--- src/rtl/mdio_pkg.sv ---
package mdio_pkg;
    localparam int FRAME_W   = 32;
    localparam int DATA_W    = 16;
    localparam logic [1:0] OP_READ = 2'b10;

    function automatic logic is_read(input logic [FRAME_W-1:0] w);
        return w[29:28] == OP_READ;
    endfunction
endpackage

--- src/rtl/mdio_clk_div.sv ---
module mdio_clk_div #(
    parameter int HALF_DIV = 10
) (
    input  logic clk,
    input  logic rst_n,
    input  logic run,
    output logic mdc,
    output logic rise_tick,
    output logic fall_tick
);
    localparam int CW = (HALF_DIV > 1) ? $clog2(HALF_DIV) : 1;
    localparam logic [CW-1:0] TERM = CW'(HALF_DIV - 1);

    typedef struct packed {
        logic [CW-1:0] cnt;
        logic          mdc;
    } div_t;

    div_t q, d;
    logic tick;

    always_comb begin
        d    = q;
        tick = run && (q.cnt == TERM);
        if (!run) begin
            d.cnt = '0;
            d.mdc = 1'b0;
        end else if (tick) begin
            d.cnt = '0;
            d.mdc = !q.mdc;
        end else begin
            d.cnt = q.cnt + 1'b1;
        end
    end

    always_ff @(posedge clk or negedge rst_n) begin
        if (!rst_n) q <= '0;
        else        q <= d;
    end

    assign mdc       = q.mdc;
    assign rise_tick = tick && !q.mdc;
    assign fall_tick = tick && q.mdc;

    AST_MDC_IDLE_LOW: assert property (@(posedge clk) disable iff (!rst_n)
        !run |-> !q.mdc) else $error("mdc high while idle");
    AST_MDC_HALF_PERIOD: assert property (@(posedge clk) disable iff (!rst_n)
        (run && q.cnt != TERM) |=> $stable(q.mdc)) else $error("mdc toggled early");
endmodule

--- src/rtl/mdio_frame_engine.sv ---
module mdio_frame_engine
    import mdio_pkg::*;
#(
    parameter int PRE_LEN = 32
) (
    input  logic               clk,
    input  logic               rst_n,
    input  logic               wr_en,
    input  logic [FRAME_W-1:0] wr_data,
    input  logic               rise_tick,
    input  logic               fall_tick,
    input  logic               mdio_in,
    output logic               busy,
    output logic               done,
    output logic [FRAME_W-1:0] word,
    output logic               mdio_out,
    output logic               mdio_oe
);
    localparam int TOTAL   = PRE_LEN + FRAME_W;
    localparam int IDX_W   = $clog2(TOTAL);
    localparam logic [IDX_W-1:0] LAST_IDX = IDX_W'(TOTAL - 1);
    localparam logic [IDX_W-1:0] REL_IDX  = IDX_W'(PRE_LEN + FRAME_W - DATA_W - 1);
    localparam logic [IDX_W-1:0] DAT_IDX  = IDX_W'(PRE_LEN + FRAME_W - DATA_W);

    typedef struct packed {
        logic               busy;
        logic               done;
        logic               rd;
        logic [IDX_W-1:0]   idx;
        logic [FRAME_W-1:0] word;
        logic [DATA_W-1:0]  shreg;
        logic               mdo;
        logic               oe;
    } eng_t;

    eng_t q, d;

    // {oe, value} for bit time n of the frame
    function automatic logic [1:0] bit_drive(input logic [IDX_W-1:0] n,
                                             input logic [FRAME_W-1:0] w,
                                             input logic rd);
        int pos;
        if (int'(n) < PRE_LEN) return 2'b11;
        if (rd && n >= REL_IDX) return 2'b01;
        pos = TOTAL - 1 - int'(n);
        return {1'b1, w[pos[4:0]]};
    endfunction

    always_comb begin
        d      = q;
        d.done = 1'b0;
        if (!q.busy) begin
            if (wr_en) begin
                d.busy  = 1'b1;
                d.word  = wr_data;
                d.rd    = is_read(wr_data);
                d.idx   = '0;
                d.shreg = '0;
                d.mdo   = 1'b1;
                d.oe    = 1'b1;
            end
        end else begin
            if (rise_tick && q.rd && q.idx >= DAT_IDX)
                d.shreg = {q.shreg[DATA_W-2:0], mdio_in};
            if (fall_tick) begin
                if (q.idx == LAST_IDX) begin
                    d.busy = 1'b0;
                    d.done = 1'b1;
                    d.oe   = 1'b0;
                    d.mdo  = 1'b1;
                    if (q.rd) d.word[DATA_W-1:0] = q.shreg;
                end else begin
                    d.idx           = q.idx + 1'b1;
                    {d.oe, d.mdo}   = bit_drive(q.idx + 1'b1, q.word, q.rd);
                end
            end
        end
    end

    always_ff @(posedge clk or negedge rst_n) begin
        if (!rst_n) begin
            q     <= '0;
            q.mdo <= 1'b1;
        end else begin
            q <= d;
        end
    end

    assign busy     = q.busy;
    assign done     = q.done;
    assign word     = q.word;
    assign mdio_out = q.mdo;
    assign mdio_oe  = q.oe;

    AST_BUSY_WR_IGNORED: assert property (@(posedge clk) disable iff (!rst_n)
        (q.busy && wr_en && !fall_tick) |=> $stable(q.word)) else $error("write accepted while busy");
    AST_DONE_SINGLE: assert property (@(posedge clk) disable iff (!rst_n)
        q.done |=> !q.done) else $error("done longer than one cycle");
    AST_DONE_NOT_BUSY: assert property (@(posedge clk) disable iff (!rst_n)
        q.done |-> !q.busy) else $error("done while busy");
    AST_PREAMBLE_ONES: assert property (@(posedge clk) disable iff (!rst_n)
        (q.busy && int'(q.idx) < PRE_LEN) |-> (mdio_oe && mdio_out)) else $error("preamble bit not one");
    AST_DRIVE_ON_FALL: assert property (@(posedge clk) disable iff (!rst_n)
        (q.busy && !fall_tick) |=> ($stable(q.mdo) && $stable(q.oe))) else $error("pin changed off falling edge");
    AST_READ_RELEASE: assert property (@(posedge clk) disable iff (!rst_n)
        (q.busy && q.rd && q.idx > REL_IDX) |-> !mdio_oe) else $error("pin driven during read data");
endmodule

--- src/rtl/mdio_frame_ctrl.sv ---
module mdio_frame_ctrl #(
    parameter int HALF_DIV = 10,
    parameter int PRE_LEN  = 32
) (
    input  logic        clk,
    input  logic        rst_n,
    input  logic        wr_en,
    input  logic [31:0] wr_data,
    output logic [31:0] reg_word,
    output logic        busy,
    output logic        done,
    output logic        mdc,
    output logic        mdio_out,
    output logic        mdio_oe,
    input  logic        mdio_in
);
    logic rise_tick;
    logic fall_tick;

    mdio_clk_div #(.HALF_DIV(HALF_DIV)) u_div (
        .clk       (clk),
        .rst_n     (rst_n),
        .run       (busy),
        .mdc       (mdc),
        .rise_tick (rise_tick),
        .fall_tick (fall_tick)
    );

    mdio_frame_engine #(.PRE_LEN(PRE_LEN)) u_eng (
        .clk       (clk),
        .rst_n     (rst_n),
        .wr_en     (wr_en),
        .wr_data   (wr_data),
        .rise_tick (rise_tick),
        .fall_tick (fall_tick),
        .mdio_in   (mdio_in),
        .busy      (busy),
        .done      (done),
        .word      (reg_word),
        .mdio_out  (mdio_out),
        .mdio_oe   (mdio_oe)
    );
endmodule

--- config.mk ---
export PLATFORM = sky130hd
export DESIGN_NAME = mdio_frame_ctrl
export DESIGN_NICKNAME = d
export VERILOG_FILES = /design/src/rtl/mdio_pkg.sv /design/src/rtl/mdio_clk_div.sv /design/src/rtl/mdio_frame_engine.sv /design/src/rtl/mdio_frame_ctrl.sv
export SDC_FILE = /design/constraint.sdc
export NUM_CORES = 1
export LEC_CHECK = 0
export BUFFER_PORTS_ARGS = -buffer_cell sky130_fd_sc_hd__buf_2
export CELL_PAD_IN_SITES_DETAIL_PLACEMENT = 1
export CELL_PAD_IN_SITES_GLOBAL_PLACEMENT = 2
export CORE_UTILIZATION = 36
export DETAILED_ROUTE_END_ITERATION = 8
export PLACE_DENSITY = 0.95
export SLEW_MARGIN = 20
export SYNTH_ARGS = -nofsm -noshare
export SYNTH_HDL_FRONTEND = slang
export SYNTH_HIERARCHICAL = 1
export SYNTH_SLANG_ARGS = --single-unit
--- constraint.sdc ---
create_clock -name clk -period 4.3 [get_ports clk]
set_input_delay 0.645 -clock clk [delete_from_list [all_inputs] [get_ports clk]]
set_output_delay 0.645 -clock clk [all_outputs]
set_load 0.01 [all_outputs]
==> results of run 1 <==
registers in the layout (all words and copies together) (netlist names):
name / cells
u_div/mdc: 1
u_div/q: 4
u_eng/busy: 1
u_eng/done: 1
u_eng/mdio_oe: 1
u_eng/mdio_out: 1
u_eng/q: 23
u_eng/word: 32
worst reg2reg max path, stage by stage (launching register included):
cell	delay, ns
sky130_fd_sc_hd__dfrtp_1	0.70
sky130_fd_sc_hd__ha_1	0.47
sky130_fd_sc_hd__xor2_4	0.31
sky130_fd_sc_hd__mux4_1	0.60
sky130_fd_sc_hd__mux2i_1	0.17
sky130_fd_sc_hd__nor3_1	0.07
sky130_fd_sc_hd__o32a_1	0.35
cells by family after synthesis:
logic type	after synthesis	synth area share, %
AO/OA/AOI/OAI	42	8.75
XOR/XNOR	5	1.85
adder cells (fa/ha/maj)	4	1.48
buffers and inverters	56	10.4
flip-flops	64	47.3
multiplexers	13	7.31
AND/OR/NAND/NOR	176	22.9
power breakdown:
group,switching (mW),total [mW],internal [mW]
clock network,0.228,0.562,0.334
registers,0.159,0.875,0.716
logic,0.338,0.688,0.350
synthesized netlist by cell type, drive strengths merged:
master and n:
o211a 1, inv 6, ha 4, and4b 1
xnor2 2, mux2i 3, and2 3, mux2 2
nor3b 2, and3 2, nand2 122, o32a 1
a21oi 4, a22oi 16, o21a 1, a21o 2
o2111ai 1, o21ai 10, a21boi 2, o21bai 1
nor4 1, xor2 3, dfrtp 63, dfstp 1
nor3 3, mux4 8, o31a 1, buf 39
nor2b 4, a32o 1, nand3b 1, nand3 23
and3b 2, clkbuf 11, nand2b 3, nor2 7
or2 1, a31oi 1, or3 1
final cells by class:
type / instances / share of cell area (%)
Inverter: 6 / 0.593
Timing Repair Buffer: 76 / 10.3
Sequential cell: 64 / 42.2
Clock inverter: 4 / 1.85
Multi-Input combinational cell: 240 / 37.8
Tap cell: 111 / 3.66
Clock buffer: 10 / 3.62
path summary, 6_finish.rpt:
check                                        start                         end  slack [ns]  depth (start not counted)
setup / recovery           u_eng/q[50]$_DFFE_PN0P_  u_eng/mdio_out$_DFFE_PN1P_        1.56                          6
hold / removal                               rst_n  u_eng/word[31]$_DFFE_PN0P_        0.45                          1
setup reg to reg           u_eng/q[50]$_DFFE_PN0P_  u_eng/mdio_out$_DFFE_PN1P_        1.56                          6
hold reg to reg               u_div/q[1]$_DFF_PN0_        u_div/q[1]$_DFF_PN0_        0.50                          1
max in group asynchronous                    rst_n   u_eng/mdio_oe$_DFFE_PN0P_        2.98                          2
min in group clk                       wr_data[17]  u_eng/word[17]$_DFFE_PN0P_        0.49                          3
per-layer routing:
layer / vias to the layer above / part of all wire [%]
met2: 54 / 52
met1: 1305 / 43
li1: 1253 / -
met5: - / 0
met3: 16 / 2.9
met4: 0 / 2.2
layout by cell type (no fill, tap or decap), types with 4 or more instances in the layout:
| cell | instances |
|---|---|
| sky130_fd_sc_hd__a22oi_1 | 16 |
| sky130_fd_sc_hd__nand3_1 | 23 |
| sky130_fd_sc_hd__nand2_1 | 122 |
| sky130_fd_sc_hd__nor2_1 | 6 |
| sky130_fd_sc_hd__inv_1 | 6 |
| sky130_fd_sc_hd__o21ai_0 | 9 |
| sky130_fd_sc_hd__mux4_2 | 4 |
| sky130_fd_sc_hd__mux4_1 | 4 |
| sky130_fd_sc_hd__ha_1 | 4 |
| sky130_fd_sc_hd__dfrtp_1 | 63 |
| sky130_fd_sc_hd__clkbuf_8 | 10 |
| sky130_fd_sc_hd__buf_4 | 4 |
| sky130_fd_sc_hd__buf_2 | 72 |
==> flow_results.org, run 1 <==
** Status
- Result of the run :: completed

** Synth
- Synthesis instantiated 47 different standard cells from the library.
- Yosys top cell by area :: sky130_fd_sc_hd__dfrtp_1
- After synthesis, flip-flops and latches occupy a little under half of the total area.
- Synthesis produced a netlist with a net count of 400.
- Area fraction of the dominant cell type after synthesis :: around 47%
- During synthesis, Yosys emitted a total of 6 warnings.
- In this run, synthesis produced a sequential element count of 64.
- After technology mapping, the gate count stands at 360.
- Cells taking the most area after synthesis :: sky130_fd_sc_hd__dfrtp_1, sky130_fd_sc_hd__nand2_1, sky130_fd_sc_hd__buf_4
- In this run the cell area of the synthesized design comes to between 0.003 and 0.004 sq mm.
- Averaged over all synthesized cells, the footprint is 9.41 sq um.

** Timing
- Post-layout worst setup margin :: between 1.5 and 2 ns
- Setup total negative slack :: 0 ns
- Fin Clk Skew :: 0.00895 ns
- Time the final worst path needs with I/O delays and setup :: between 2 and 3 ns
- Max-Slew Margin vs Limit :: 27.9%
- Setup repair after global routing missed its margin :: no
- For this run, the top clock speed supported by timing is ~360 MHz.
- Ratio of final minimum period to clock period :: ~64%
- Number of failing hold endpoints at the final stage :: 0
- Worst hold slack after final layout :: about 0.45 ns
- Tightest Pin Transition :: 1.08 ns
- The max-slew violation count is 0.
- Setup violations remaining at the end of the flow were counted as 0.

** Critical path
- For the worst setup path, the data arrival time is ~3 ns.
- On the critical path the largest part of the delay comes from multiplexers.
- Largest stage delay, worst path :: roughly 0.7 ns
- At the worst endpoint, the required time is roughly 4.6 ns.
- CP Class :: reg -> reg
- STA classifies the critical path startpoint as a flip-flop.
- For this design, the slowest cell found on the critical path is sky130_fd_sc_hd__dfrtp_1.
- Crit. End Element :: flip-flop
- Series of cell instances along the critical path :: ha_1, xor2_4, mux4_1, mux2i_1, nor3_1, o32a_1
- Along the worst path, the maximum fanout reaches 15.
- Combined buffer and inverter count along the critical path :: 0

** Die
- The core region is approximately 0.009 sq mm.
- Die height :: about 99 um
- The die is just under 100 um wide.
- The initialized floorplan defines 35 standard-cell rows.
- 73 I/O pins were placed.
- Once the floorplan was initialized, standard cells occupied between 30% and 40% of the core.
- Die area :: 0.00980 sq mm

** CTS
- Total of cells resized after clock tree synthesis :: 0
- Clock-pin slew reported for the worst setup and hold paths after clock tree synthesis :: 0.07 ns
- Number of buffers inserted to repair setup after CTS :: 0
- Clock tree from TritonCTS :: done
- The number of clock buffers added by TritonCTS is 9.
- Buffers inserted to repair hold after CTS numbered 0.
- The clock net in this run drives a total of 64 sinks.
- CTS H-Tree Depth :: 3
- The clock reaches the later pin of the worst-skew pair after 0.35 ns.
- The tree is rooted in a sky130_fd_sc_hd__clkbuf_8.
- Maximum number of buffers from clock root to sink :: 2

** Place
- After legalization and detailed placement, the total HPWL measured about 6200 um.
- In this run the cell area measured after placement is between 0.003 and 0.004 sq mm.
- Before CTS, the worst setup slack after placement is 1.57 ns.
- Cell total after placement :: 497
- In this run the tool buffered the top-level ports with 72 buffer cells.
- The congestion estimate from routability-driven global placement came to between 0.8 and 0.9.

** Finish
- The multi-input combinational cells in the finished layout cover a total of between 0.001 and 0.0015 sq mm.
- Area growth from synthesis to final layout :: 12.1%
- Share of post-route cells with drive strength above 1 :: roughly a quarter
- After routing the design area is around 0.0038 sq mm.
- Net count, final :: approximately 440
- Filler-free cell count of the finished design :: 511
- In the final layout, flip-flops and latches occupy 0.00160 sq mm.
- Cells fill roughly two fifths of the core in the end.
- Diodes inserted :: 0
- Counting the fill cells in the layout gives ~1100.

** Routing
- After detailed routing, the average wire length per cell comes to about 17 um.
- The final layout contains routed wiring with a total length of 8540 um.
- Via total after detailed routing :: about 2600
- After detailed routing, the number of remaining DRC violations is 0.
- The first detailed-routing pass ran for 4 iterations.
- Once detail routing completed, the nets flagged for antenna violations numbered 0.
- The first routing iteration left between 100 and 150 violations.
- In the routed layout, each cell is associated on average with a via count of a little over 5.

** Global route
- met2 is the most crowded layer.
- For met1 alone, demand over resource in global routing was a little under a quarter.
- Antenna violations before repair :: 0
- Entering global routing, the biggest net connects 42 pins.
- In the global route stage, met3 resource usage came out at 3.40%.
- GRT Overall Usage :: between 15 and 20%
- Summed over all layers, the global routing overflow is 0.
- Number of global-route vias before repair :: about 2800
- Wire length of the first global-routing pass :: between 10000 and 15000 um
- Met2 Usage GRT :: between 30% and 40%

** Power and ir drop
- Total Power :: 2.13 mW
- Power Density :: around 560 mW/mm^2
- VDD sags by at most 0.000193 V.
- Summed over all cells, the static leakage comes to just under 2 nW.

** Job
- Max-cap violations in this run came to 0.

** Hold path
- Worst min path class :: in -> async
No activity file was read; power rests on OpenSTA's default activity.
==> inputs of run 2 (changes only) <==
Settings changed: CORE_UTILIZATION 36 to 30, PLACE_DENSITY 0.95 to 0.85.
Clock period 4.3 ns to 2.4 ns, I/O delays scaled along.
==> run 2 against run 1 <==
Maximum frequency grew 21%; clock power is 130% higher; non-clock buffer count grew 7; total power grew 97%; first-iteration DRC count decreased by 8.0%; via count up 2.1%; clock-buffer cell count is 3 higher; sequential share of layout area decreased by 2.2 points; critical endpoint unchanged; routed wire length increased by 4.9%; register-to-register slack got worse by 1.4 ns; worst hold slack worse by 0.22 ns.
==> flow_results.org, run 2 (same netlist as run 1, synthesis figures left out) <==
** Status
- Result of the run :: completed (unchanged)

** CTS
- Number of buffers inserted to repair setup after CTS :: 0 (unchanged)
- Root Driver :: sky130_fd_sc_hd__clkbuf_16 (was sky130_fd_sc_hd__clkbuf_8)
- The maximum clock insertion buffer count was 2 (unchanged).
- Source-to-sink clock delay at the later pin of the worst-skew pair :: 0.32 ns (was 0.35 ns)
- Number of buffers added by the clock tree synthesis step :: 9 (unchanged)
- Sink Count :: 64 (unchanged)
- The post-CTS clock slew at the launch and capture registers of the worst setup and hold paths is 0.05 ns (was 0.07 ns).
- The TritonCTS clock tree is done (unchanged).
- CTS H-Tree Depth :: 3 (unchanged)

** Finish
- Number of flip-flops in the largest register :: 32 (unchanged)
- Final Cell Area :: 0.00400 sq mm (was 0.00380 sq mm)
- The final non-filler cell total is 549 (was 511).
- The number of antenna repair diodes was 0 (unchanged).
- Leading cell type in the layout, fill and taps excluded :: sky130_fd_sc_hd__nand2_1 (unchanged)
- The synthesis-to-finish area growth is 18.1% (was 12.1%).
- Most used cells in the layout excluding fill and tap cells :: sky130_fd_sc_hd__nand2_1, sky130_fd_sc_hd__buf_2, sky130_fd_sc_hd__dfrtp_1 (unchanged)
- Net count, final :: 444 (was 437)
- Share of post-route cells with drive strength above 1 :: 27.1% (was 26.0%)

** Routing
- The average vias per placed instance came to 4.89 (was 5.14).
- Number of search-and-repair iterations in the first detailed-routing pass :: 5 (was 4)
- Final wirelength :: 8970 um (was 8540 um)
- Post-route ant nets :: 0 (unchanged)
- Via total after detailed routing :: 2683 (was 2628)
- The average wire per standard cell came to 16.3 um (was 16.7 um).
- The remaining routing DRC violations was 0 (unchanged).
- The initial detailed-routing violation count is 104 (was 113).

** Die
- X dimension of the die :: 108 um (was 99.0 um)
- The placeable core area came to 0.0109 sq mm (was 0.00920 sq mm).
- Die area :: 0.0117 sq mm (was 0.00980 sq mm)
- The standard-cell row count came to 38 (was 35).
- I/O pin count :: 73 (unchanged)
- The effective utilization at floorplan was 31.0% (was 36.8%).
- Die height :: 108 um (was 99.0 um)

** Critical path
- The sort of element at the end of the critical path is a flip-flop (unchanged).
- The data arrival time of the worst path is 2.51 ns (was 3.01 ns).
- Series of cell instances along the critical path: buf_4, ha_1, mux4_2, mux2_2, o21ai_1, o2111ai_1, o32a_1 (was ha_1, xor2_4, mux4_1, mux2i_1, nor3_1, o32a_1).
- The maximum fanout along the worst path is 9 (was 15).
- CP Class :: reg -> reg (unchanged)
- Largest stage delay, worst path :: 0.50 ns (was 0.70 ns)
- The startpoint of the worst-slack reg-to-reg timing path is u_eng/q[51]$_DFFE_PN0P_ (was u_eng/q[50]$_DFFE_PN0P_).
- Type of origin of the critical path :: flip-flop (unchanged)
- The number of buffers and inverters on the critical path was 1 (was 0).
- Critical-path top delay cell :: sky130_fd_sc_hd__ha_1 (was sky130_fd_sc_hd__dfrtp_1)
- The required time of the critical path came to 2.64 ns (was 4.57 ns).
- Setup slack, reg-to-reg :: 0.13 ns (was 1.56 ns)
- The origin of the worst setup path is u_eng/q[51]$_DFFE_PN0P_ (was u_eng/q[50]$_DFFE_PN0P_).
- Number of cells traversed by the worst register-to-register path :: 7 (was 6)
- Worst R2R End :: u_eng/mdio_out$_DFFE_PN1P_ (unchanged)
- Cell family with the largest share of critical-path delay :: multiplexers (unchanged)

** Global route
- Wire length of the first global-routing pass :: 14600 um (was 14400 um)
- The initial antenna violation count is 0 (unchanged).
- Aggregate global routing overflow :: 0 (unchanged)
- The global routing usage summed across all routing layers came to 16.5% (was 19.2%).
- Pin count of the biggest net entering global routing :: 28 (was 42)
- The via count of the first global-routing pass was 2788 (was 2822).

** Timing
- Number of failing hold endpoints at the final stage :: 0 (unchanged)
- The post-route worst setup slack came to 0.135 ns (was 1.56 ns).
- The worst relative slew slack came to 63.7% (was 27.9%).
- The final sum of negative setup slack came to 0 ns (unchanged).
- The max-slew violation count is 0 (unchanged).
- Maximum operating frequency :: 441 MHz (was 365 MHz)
- Ratio of final minimum period to clock period :: 94.4% (was 63.7%)
- The actual transition at the worst max-transition pin was 0.543 ns (was 1.08 ns).
- Final setup violation count :: 0 (unchanged)
- Setup repair after global routing missed its margin :: no (unchanged)
- The maximum clock skew at final layout came to 0.00366 ns (was 0.00895 ns).
- Time the final worst path needs with I/O delays and setup :: 2.27 ns (was 2.74 ns)

** Power and ir drop
- The static leakage power is 2.06 nW (was 1.98 nW).
- IR Drop Worst-Case VDD :: 0.000452 V (was 0.000193 V)
- Power Density :: 1050 mW/mm^2 (was 560 mW/mm^2)

** Place
- The count of placed standard cells including taps came to 532 (was 497).
- The worst setup timing slack at the placement stage was 0.140 ns (was 1.57 ns).
- Cell area after placement :: 0.00367 sq mm (was 0.00359 sq mm)
- Number of I/O port buffers :: 72 (unchanged)
- Post-detail-place hpwl :: 6480 um (was 6170 um)
- The final weighted congestion of routability-driven global placement came to 0.835 (was 0.829).

** Job
- Max_cap viols :: 0 (unchanged)

** Hold path
- The path type of the worst min-delay path is in -> reg (was in -> async).
- Destination of the worst hold path :: u_eng/word[18]$_DFFE_PN0P_
- Cells on Worst Hold Path :: 3
- Worst min-delay path startpoint :: wr_data[18]
run 2: cell count changes in the layout (fill, tap and decap cells not counted), sizes merged:
| cell | change |
|---|---|
| dlygate4sd3 | +1 |
| bufinv | -1 |
| buf | +6 |
| clkbuf | +3 |
run 2: final cells by class:
type	instances	area (sq um)
flip-flops and latches	64	1600
well taps	140	175
clock buffers	13	260
fillers	1294	6930
clock inverters	3	40.0
multi-input cells	240	1460
inverters	6	22.5
repair buffers	83	445
run 2: metrics by stage:
stage / util (%) / hold WS (ns) / power, mW
3_3_place_gp: 33.6 / 0.302 / 2.82
3_5_place_dp: 33.6 / 0.307 / 2.88
5_1_grt: 36.6 / 0.230 / 4.48
4_1_cts: 36.4 / 0.221 / 4.22
2_1_floorplan: - / 0.0644 / 2.56
6_report: 36.6 / 0.231 / 4.19
run 2: worst max path at each step:
stage | depth (start not counted) | slack [ns] | endpoint
3_3_place_gp | 9 | 0.22 | u_eng/mdio_out$_DFFE_PN1P_
5_1_grt | 7 | 0.007 | u_eng/mdio_out$_DFFE_PN1P_
4_1_cts | 7 | 0.12 | u_eng/mdio_out$_DFFE_PN1P_
3_5_place_dp | 7 | 0.14 | u_eng/mdio_out$_DFFE_PN1P_
2_1_floorplan | 10 | 0.09 | u_eng/mdio_out$_DFFE_PN1P_
6_report | 7 | 0.13 | u_eng/mdio_out$_DFFE_PN1P_
run 2: repair_timing:
action	CTS	global route
resized for setup	0	3
hold buffers	1	0
endpoints found under the setup margin	0	1
endpoints found under the hold margin	15	0
run 2: where the power goes:
group,switching [mW],internal [mW]
Combinational,0.687,0.666
Sequential,0.245,1.29
Clock,0.446,0.857
run 2: metal layers:
| layer | share of wire, % | vias up | global-route usage (%) |
|---|---|---|---|
| met5 | 0 | - | 0 |
| met4 | 1.9 | 0 | 8.11 |
| met3 | 2.6 | 12 | 2.35 |
| met2 | 52 | 50 | 28.0 |
| met1 | 44 | 1352 | 20.5 |
| li1 | - | 1269 | - |
run 2: worst reg2reg max path, cell delays in order (launching register included):
cell and delay [ns]:
sky130_fd_sc_hd__dfrtp_1 0.38, sky130_fd_sc_hd__buf_4 0.17, sky130_fd_sc_hd__ha_1 0.50, sky130_fd_sc_hd__mux4_2 0.37, sky130_fd_sc_hd__mux2_2 0.27, sky130_fd_sc_hd__o21ai_1 0.09
sky130_fd_sc_hd__o2111ai_1 0.12, sky130_fd_sc_hd__o32a_1 0.29
